===== config.mk =====
export PLATFORM = sky130hd
export DESIGN_NAME = refclk_divider
export DESIGN_NICKNAME = d
export VERILOG_FILES = /design/src/rtl/refclk_pkg.sv /design/src/rtl/refclk_pll_stage.sv /design/src/rtl/refclk_src_mux.sv /design/src/rtl/refclk_tick_div.sv /design/src/rtl/refclk_divider.sv
export SDC_FILE = /design/constraint.sdc
export NUM_CORES = 1
export LEC_CHECK = 0
export BUFFER_PORTS_ARGS = -buffer_cell sky130_fd_sc_hd__buf_2
export CAP_MARGIN = 0
export CORE_MARGIN = 4
export CORE_UTILIZATION = 27
export CTS_CLUSTER_SIZE = 28
export DETAILED_ROUTE_END_ITERATION = 10
export GPL_ROUTABILITY_DRIVEN = 0
export PLACE_DENSITY = 0.75
export SYNTH_ARGS = -nofsm -noshare
export SYNTH_HDL_FRONTEND = slang
export SYNTH_SLANG_ARGS = --single-unit

===== constraint.sdc =====
create_clock -name clk -period 2.18 [get_ports clk]
set_clock_uncertainty 0.15 [all_clocks]
set_input_delay 0 -clock clk [delete_from_list [all_inputs] [get_ports clk]]
set_output_delay 0 -clock clk [all_outputs]
set_load 0.01 [all_outputs]

===== src/rtl/refclk_pkg.sv =====
package refclk_pkg;

    localparam int CTRL_W    = 32;
    localparam int NUM_PLL   = 3;
    localparam int PLL_IDX_W = $clog2(NUM_PLL);
    localparam int NUM_OUT   = 2;
    localparam int SEL_W     = 2;
    localparam int DIV_W     = 6;

    localparam int PLL_RST_BIT = 0;
    localparam int PLL_PDN_BIT = 1;
    localparam int PLL_BYP_BIT = 4;
    localparam int EN_LSB      = 0;
    localparam int SEL_LSB     = 4;
    localparam int DIV_LSB     = 8;

    localparam logic [PLL_IDX_W-1:0] IDX_IO  = PLL_IDX_W'(0);
    localparam logic [PLL_IDX_W-1:0] IDX_ARM = PLL_IDX_W'(1);
    localparam logic [PLL_IDX_W-1:0] IDX_DDR = PLL_IDX_W'(2);

    typedef enum logic [1:0] {
        PLL_RUN    = 2'd0,
        PLL_BYPASS = 2'd1,
        PLL_HALT   = 2'd2
    } pll_mode_e;

    typedef struct packed {
        logic [NUM_OUT-1:0] en;
        logic [SEL_W-1:0]   sel;
        logic [DIV_W-1:0]   div;
    } clk_cfg_t;

    // Bypass outranks the stop bits.
    function automatic pll_mode_e pll_mode(input logic [CTRL_W-1:0] w);
        if (w[PLL_BYP_BIT])
            return PLL_BYPASS;
        else if (w[PLL_RST_BIT] || w[PLL_PDN_BIT])
            return PLL_HALT;
        else
            return PLL_RUN;
    endfunction

    function automatic clk_cfg_t clk_cfg(input logic [CTRL_W-1:0] w);
        clk_cfg_t c;
        c.en  = w[EN_LSB  +: NUM_OUT];
        c.sel = w[SEL_LSB +: SEL_W];
        c.div = w[DIV_LSB +: DIV_W];
        return c;
    endfunction

    // Two selector codes land on the IO loop.
    function automatic logic [PLL_IDX_W-1:0] src_index(input logic [SEL_W-1:0] sel);
        case (sel)
            2'd2:    return IDX_ARM;
            2'd3:    return IDX_DDR;
            default: return IDX_IO;
        endcase
    endfunction

    function automatic logic [DIV_W-1:0] div_effective(input logic [DIV_W-1:0] d);
        return (d == '0) ? DIV_W'(1) : d;
    endfunction

endpackage


===== src/rtl/refclk_pll_stage.sv =====
module refclk_pll_stage
    import refclk_pkg::*;
(
    input  logic [CTRL_W-1:0] ctrl,
    input  logic              ref_tick,
    input  logic              vco_tick,
    output logic              pll_tick
);
    pll_mode_e mode;

    always_comb begin
        mode = pll_mode(ctrl);
        case (mode)
            PLL_BYPASS: pll_tick = ref_tick;
            PLL_RUN:    pll_tick = vco_tick;
            default:    pll_tick = 1'b0;
        endcase
    end
endmodule


===== src/rtl/refclk_src_mux.sv =====
module refclk_src_mux
    import refclk_pkg::*;
(
    input  logic [NUM_PLL-1:0] pll_ticks,
    input  logic [SEL_W-1:0]   sel,
    output logic               src_tick
);
    logic [PLL_IDX_W-1:0] idx;

    always_comb begin
        idx      = src_index(sel);
        src_tick = 1'b0;
        for (int k = 0; k < NUM_PLL; k++) begin
            if (idx == PLL_IDX_W'(k))
                src_tick = pll_ticks[k];
        end
    end
endmodule


===== src/rtl/refclk_tick_div.sv =====
module refclk_tick_div
    import refclk_pkg::*;
(
    input  logic               clk,
    input  logic               rst,
    input  logic               src_tick,
    input  logic [SEL_W-1:0]   sel,
    input  logic [DIV_W-1:0]   div_raw,
    input  logic [NUM_OUT-1:0] en,
    output logic [NUM_OUT-1:0] out_tick
);
    localparam int KEY_W = SEL_W + DIV_W;

    logic [DIV_W-1:0] cnt;
    logic [DIV_W-1:0] cnt_base;
    logic [DIV_W-1:0] div_eff;
    logic [KEY_W-1:0] key_now;
    logic [KEY_W-1:0] key_q;
    logic             changed;
    logic             hit;

    always_comb begin
        key_now  = {sel, div_raw};
        changed  = (key_now != key_q);
        div_eff  = div_effective(div_raw);
        cnt_base = changed ? '0 : cnt;
        hit      = src_tick && (cnt_base == div_eff - DIV_W'(1));
    end

    always_ff @(posedge clk) begin
        if (rst) begin
            cnt   <= '0;
            key_q <= key_now;
        end else begin
            key_q <= key_now;
            if (src_tick)
                cnt <= hit ? '0 : cnt_base + DIV_W'(1);
            else
                cnt <= cnt_base;
        end
    end

    for (genvar i = 0; i < NUM_OUT; i++) begin : g_out
        always_ff @(posedge clk) begin
            if (rst)
                out_tick[i] <= 1'b0;
            else
                out_tick[i] <= hit && en[i];
        end
    end

    AST_CNT_BELOW_DIV: assert property (@(posedge clk) disable iff (rst)
        !changed |-> (cnt < div_eff));

    AST_STROBE_FROM_TICK: assert property (@(posedge clk) disable iff (rst)
        (|out_tick) |-> $past(src_tick));

    AST_RST_QUIET: assert property (@(posedge clk)
        rst |=> (out_tick == '0));

endmodule


===== src/rtl/refclk_divider.sv =====
module refclk_divider
    import refclk_pkg::*;
(
    input  logic              clk,
    input  logic              rst,
    input  logic              ref_tick,
    input  logic              io_vco_tick,
    input  logic              arm_vco_tick,
    input  logic              ddr_vco_tick,
    input  logic [CTRL_W-1:0] io_pll_ctrl,
    input  logic [CTRL_W-1:0] arm_pll_ctrl,
    input  logic [CTRL_W-1:0] ddr_pll_ctrl,
    input  logic [CTRL_W-1:0] clk_ctrl,
    output logic              ref_out0,
    output logic              ref_out1
);
    logic [CTRL_W-1:0]  pll_ctrl_arr [NUM_PLL];
    logic [NUM_PLL-1:0] vco_ticks;
    logic [NUM_PLL-1:0] pll_ticks;
    logic               src_tick;
    clk_cfg_t           cfg;
    logic [NUM_OUT-1:0] outs;

    assign pll_ctrl_arr[IDX_IO]  = io_pll_ctrl;
    assign pll_ctrl_arr[IDX_ARM] = arm_pll_ctrl;
    assign pll_ctrl_arr[IDX_DDR] = ddr_pll_ctrl;
    assign vco_ticks = {ddr_vco_tick, arm_vco_tick, io_vco_tick};
    assign cfg       = clk_cfg(clk_ctrl);

    for (genvar k = 0; k < NUM_PLL; k++) begin : g_pll
        refclk_pll_stage u_stage (
            .ctrl     (pll_ctrl_arr[k]),
            .ref_tick (ref_tick),
            .vco_tick (vco_ticks[k]),
            .pll_tick (pll_ticks[k])
        );
    end

    refclk_src_mux u_mux (
        .pll_ticks (pll_ticks),
        .sel       (cfg.sel),
        .src_tick  (src_tick)
    );

    refclk_tick_div u_div (
        .clk      (clk),
        .rst      (rst),
        .src_tick (src_tick),
        .sel      (cfg.sel),
        .div_raw  (cfg.div),
        .en       (cfg.en),
        .out_tick (outs)
    );

    assign ref_out0 = outs[0];
    assign ref_out1 = outs[1];

    pll_mode_e sel_mode;
    assign sel_mode = pll_mode(pll_ctrl_arr[src_index(cfg.sel)]);

    AST_HALT_SILENT: assert property (@(posedge clk) disable iff (rst)
        (sel_mode == PLL_HALT) |=> !(ref_out0 || ref_out1));

    AST_BYPASS_FOLLOWS_REF: assert property (@(posedge clk) disable iff (rst)
        (sel_mode == PLL_BYPASS && !ref_tick) |=> !(ref_out0 || ref_out1));

    AST_EN0_GATES: assert property (@(posedge clk) disable iff (rst)
        !clk_ctrl[EN_LSB] |=> !ref_out0);

    AST_EN1_GATES: assert property (@(posedge clk) disable iff (rst)
        !clk_ctrl[EN_LSB + 1] |=> !ref_out1);

endmodule


Word level (Yosys, flattened, before mapping)
Index checks and enable logic that the tools add are counted.
W data, S select, Z words.

operators by class
  add/subtract/negate cells = 2
  eq/ne operators = 9
  mux-type cells = 17
  reduce and logical (&&, ||, !) cells = 11

operator list
  operator               number
  $mux W6                4
  $mux W2                6
  $eq A2 B1 Y1 const B   4
  $logic_not A2 Y1       4
  $ne A8 B8 Y1           1
  $add A6 B1 Y6 const B  1
  $eq A2 B2 Y1 const B   3
  $eq A6 B6 Y1           1
  $logic_not A6 Y1       1
  $pmux W1 S2            3
  $sub A6 B1 Y6 const B  1
  $pmux W2 S2            1
  $logic_and A1 B1 Y1    3
  $logic_or A1 B1 Y1     3
  $mux W1                3

word-level totals
  bits in registers = 16
  input port bits = 134
  output and inout port bits = 2

Depth between registers and ports, before layout
  depth after elaboration = 11
  mapped depth = 11
  mapped depth without buffers = 10

Hierarchy
Synthesis repeated with hierarchy kept, for this count alone.

unflattened totals
  cell total of the unflattened synthesis = 104
  area total of the unflattened synthesis = 980.9 sq um

modules (own cells, without submodules)
  module            times used  cells an instance  area each (sq um)  sequential area each (sq um)
  refclk_tick_div   1           92                 890.9              320.3
  refclk_pll_stage  3           3                  23.8               0.0
  refclk_src_mux    1           3                  18.8               0.0

Worst setup path after synthesis
Ideal clock, no wire load.

  path type = input-to-reg
  start point = in clk_ctrl[10]
  end point = reg u_div.cnt[2]
  data arrival time = 1,918 ps
  required time = 1,934 ps
  setup slack = 16 ps
  stages = 10
  path buffers = 1
  cell sequence = buf_6 > nor4_1 > a21oi_1 > ha_1 > xnor2_1 > a22oi_1 > and4_1 > o211ai_4 > nor2_1 > nor4b_1

on the way
  longest elaborated chain between the ends = 7

ends and longest elaborated chain
  element               RTL line               source
  start, declared       refclk_divider.sv:13   input logic [CTRL_W-1:0] clk_ctrl,
  $logic_not A6 Y1      refclk_pkg.sv:61       return (d == '0) ? DIV_W'(1) : d;
  $mux W6               refclk_pkg.sv:61
  $sub A6 B1 Y6         refclk_tick_div.sv:27  hit = src_tick && (cnt_base == div_eff - DIV_W'(1));
  $eq A6 B6 Y1          refclk_tick_div.sv:27
  $logic_and A1 B1 Y1   refclk_tick_div.sv:27
  $mux W6               refclk_tick_div.sv:37  cnt <= hit ? '0 : cnt_base + DIV_W'(1);
  $mux W6 *             refclk_tick_div.sv:36  if (src_tick)
  end signal, assigned  refclk_tick_div.sv:37
  end signal, assigned  refclk_tick_div.sv:39  cnt <= cnt_base;
  end, declared         refclk_tick_div.sv:14  logic [DIV_W-1:0] cnt;

Mark *: on every way between the ends. The rest lies on a longest branch, timed or not.
A chain may end at the register's enable or synchronous reset.

Worst setup path after layout
  start point = in clk_ctrl[5]
  end point = reg u_div.cnt[2]

on the way
  longest elaborated chain between the ends = 9

ends and longest elaborated chain
  element                                                                RTL line
  parallel branches: the longest is 8 deep, another holds $add A6 B1 Y6  n/a
  $mux W6 *                                                              refclk_tick_div.sv:36

Every way passes the cells marked *.

==> results.md <==
- Io pins: 136
- YS warnings: 0
- TritonCTS clock tree: built
- Final Instance Area: 1384 µm²
- FFs w/ async S/R, synth: 0
- Area of the multi-input gates: 628.1 µm²
- Hold EP: u_div.cnt[1]
- Cell Pwr Density: 472.4 nW/µm²
- Layout cells sized above 1: 0.3313
- Top cells by count, synth: dfxtp_1, nand2_1, a21oi_1, xnor2_1, nor2_1
- Synth area leaders: dfxtp_1, xnor2_1, a21oi_1, nand2_1, nor2_1
- Core Area: 3416 µm²
- Final ANT Viol Nets: 0
- CP Buf/Inv Count: 3
- Status: finished, final reports clean
- Synth-to-layout area growth: 41.98%
- CP Max Fanout: 7
- Tightest Hold Check Type: in -> reg
- Root buf cell: clkbuf_4
- Synthesized area: 974.7 µm²
- Via density: 4.806
- CTS buffer count: 3
- Count leader, synth: dfxtp_1
- Final WL: 2284 µm
- F_max: 496.1 MHz
- Die Y: 68.08 µm
- First-pass GRT wire length: 3891 µm
- Slew margin rel.: 0.7865
- Critical path cell sequence: dlygate4sd3_1 > buf_2 > xnor2_1 > nand4_1 > buf_4 > o211ai_1 > o41ai_4 > o211ai_4 > nor2_1 > nor4b_2
- Starting DRT DRC Count: 31
- Period utilization: 0.9247
- Slew @ Worst Pin: 0.3180 ns
- EDFF count, synth: 0
- Reg2reg start: u_div.key_q[0]
- Leak: 0.5847 nW
- Final setup fails: 0
- Row cnt: 21
- Filler Cells Inserted: 366
- Area after DPL: 1211 µm²
- Crit Path Class: in -> reg
- Worst Hold Launch: io_pll_ctrl[4]
- Largest net degree at the start of global routing: 11
- Die width: 68.08 µm
- Die area: 4635 µm²
- Clock transition time at the flip-flop clock pins of the worst setup and hold paths: 0.10 ns
- Critical path required time: 2.25 ns
- Dpl hpwl: 1686 µm
- Remaining routing DRC violations: 0
- Initial core utilization: 0.2853
- Synth Flop Type: dfxtp_1
- Nets: 297
- GR Overflow Total: 0
- PortBufs: 26
- Synth Area per Inst: 8.781 µm²
- WHS: 0.1301 ns
- Number of max-slew violations in the final report: 0
- Vias in the first global route: 981
- N_diodes: 0
- Count of different cell masters after synthesis: 38
- Initial antenna violation count: 0
- Routed vias: 990
- Reg2Reg Depth: 8
- H-tree Lvls: 1
- Buffer depth of the longest clock path: 2
- Worst Path Arrival: 2.09 ns
- Routed len/inst: 11.09 µm
- Slowest stage delay, CP: 0.53 ns
- FF-to-FF End: u_div.cnt[2]
- CP endpoint kind: register
- Worst-skew pair later-pin latency: 0.30 ns
- Top cell type by total area after synthesis: dfxtp_1
- Cells after synthesis: 111
- Final hold vios: 0
- Hold depth: 5
- Total GRT Usage: 0.1085
- Fin crit period: 2.016 ns
- Worst path slowest cell: dlygate4sd3_1
- Drt pass-1 iters: 4
- Register area share after synthesis: 0.3286
- Post-synthesis register bit count: 16
- Reg-to-reg setup timing slack: 0.18 ns
- Startpoint types: primary input
- Top cell type's share of synthesized area: 0.3286
- Max-Cap Viols: 0
- Clock Sinks: 16
- Worst VDD drop: 310.8 µV
- Syn_nets: 247
- Top delay family on crit path: buffers and inverters
- Seq. cell area: 320.3 µm²
## power by group
part / switching, mW / internal [mW] / total, mW
Combinational: 0.0635 / 0.0754 / 0.139
Sequential: 0.00486 / 0.302 / 0.306
Clock: 0.106 / 0.102 / 0.208
Total: 0.175 / 0.479 / 0.654
## worst min-delay path: stages
cell	delay [ns]
buf_2	0.09
a211oi_1	0.06
a21o_2	0.26
nand2_1	0.09
a21oi_1	0.05
## cell usage in the layout, fill, tap and decap left out, types with 3 or more instances in the layout
cell            n
buf_2          26
xnor2_1        10
clkbuf_4        3
nand4_1         3
nor2_1          8
a21oi_1        10
and2_1          5
dlygate4sd3_1  11
buf_4          12
nand2_1        11
dfxtp_1        16
nand3_1         5
inv_1           3
## cell families after synthesis
family | share of synthesized area
AOI/OAI and AO/OA | 0.2105
xor gates and xnor gates | 0.09884
adders and majority gates | 0.02567
buffers and inverters | 0.04621
DFF | 0.3286
muxes | 0.01027
and+or+nand+nor | 0.2798
## sequential cells by signal, summed over array words and instances, names as in the netlist
signal	cells
u_div.cnt	6
u_div.out_tick	2
u_div.key_q	8
## stage by stage
stage / setup WS, ns / TNS [ns] / power, mW / utilization / instances
floorplan: 0.01577 / 0 / 0.3840 / - / 111
global placement: -0.09556 / -0.3234 / 0.4334 / 0.3546 / 190
detailed placement: -0.1440 / -0.5018 / 0.4350 / 0.3546 / 190
CTS: 0.08012 / 0 / 0.6536 / 0.3974 / 205
global route: -0.02992 / -0.03624 / 0.6836 / 0.4051 / 206
finish: 0.1641 / 0 / 0.6537 / 0.4051 / 206
## final cells by class
| cell class | instances | share of cell area |
|---|---|---|
| multi-input combinational | 88 | 0.4539 |
| timing repair buffer | 49 | 0.2387 |
| sequential | 16 | 0.2315 |
| tap | 46 | 0.04159 |
| clock buffer | 4 | 0.02622 |
| inverter | 3 | 0.008137 |
## routing by layer
| layer | share of wire | track usage | vias up |
|---|---|---|---|
| met3 | 0.048 | 0.01314 | 5 |
| met1 | 0.44 | 0.1229 | 453 |
| li1 | - | - | 505 |
| met5 | 0 | 0 | - |
| met4 | 0.022 | 0.06948 | 0 |
| met2 | 0.49 | 0.1901 | 27 |
## what timing repair did
action                                 CTS  global route
hold buffers                            11             0
setup buffers                            0             1
endpoints found under the hold margin   15             0
setup endpoints to repair                0             3
resized for setup                        0             4
## how the worst max path moves through the flow
stage	startpoint	to	slack, ns	cells past startpoint
floorplan	clk_ctrl[10]	u_div.cnt[2]	0.02	10
finish	clk_ctrl[5]	u_div.cnt[2]	0.16	10
global route	u_div.key_q[0]	u_div.cnt[4]	-0.03	9
detailed placement	clk_ctrl[9]	u_div.cnt[2]	-0.14	10
CTS	clk_ctrl[5]	u_div.cnt[4]	0.08	11
global placement	clk_ctrl[9]	u_div.cnt[2]	-0.1	10
No activity file was read; power rests on OpenSTA's default activity.
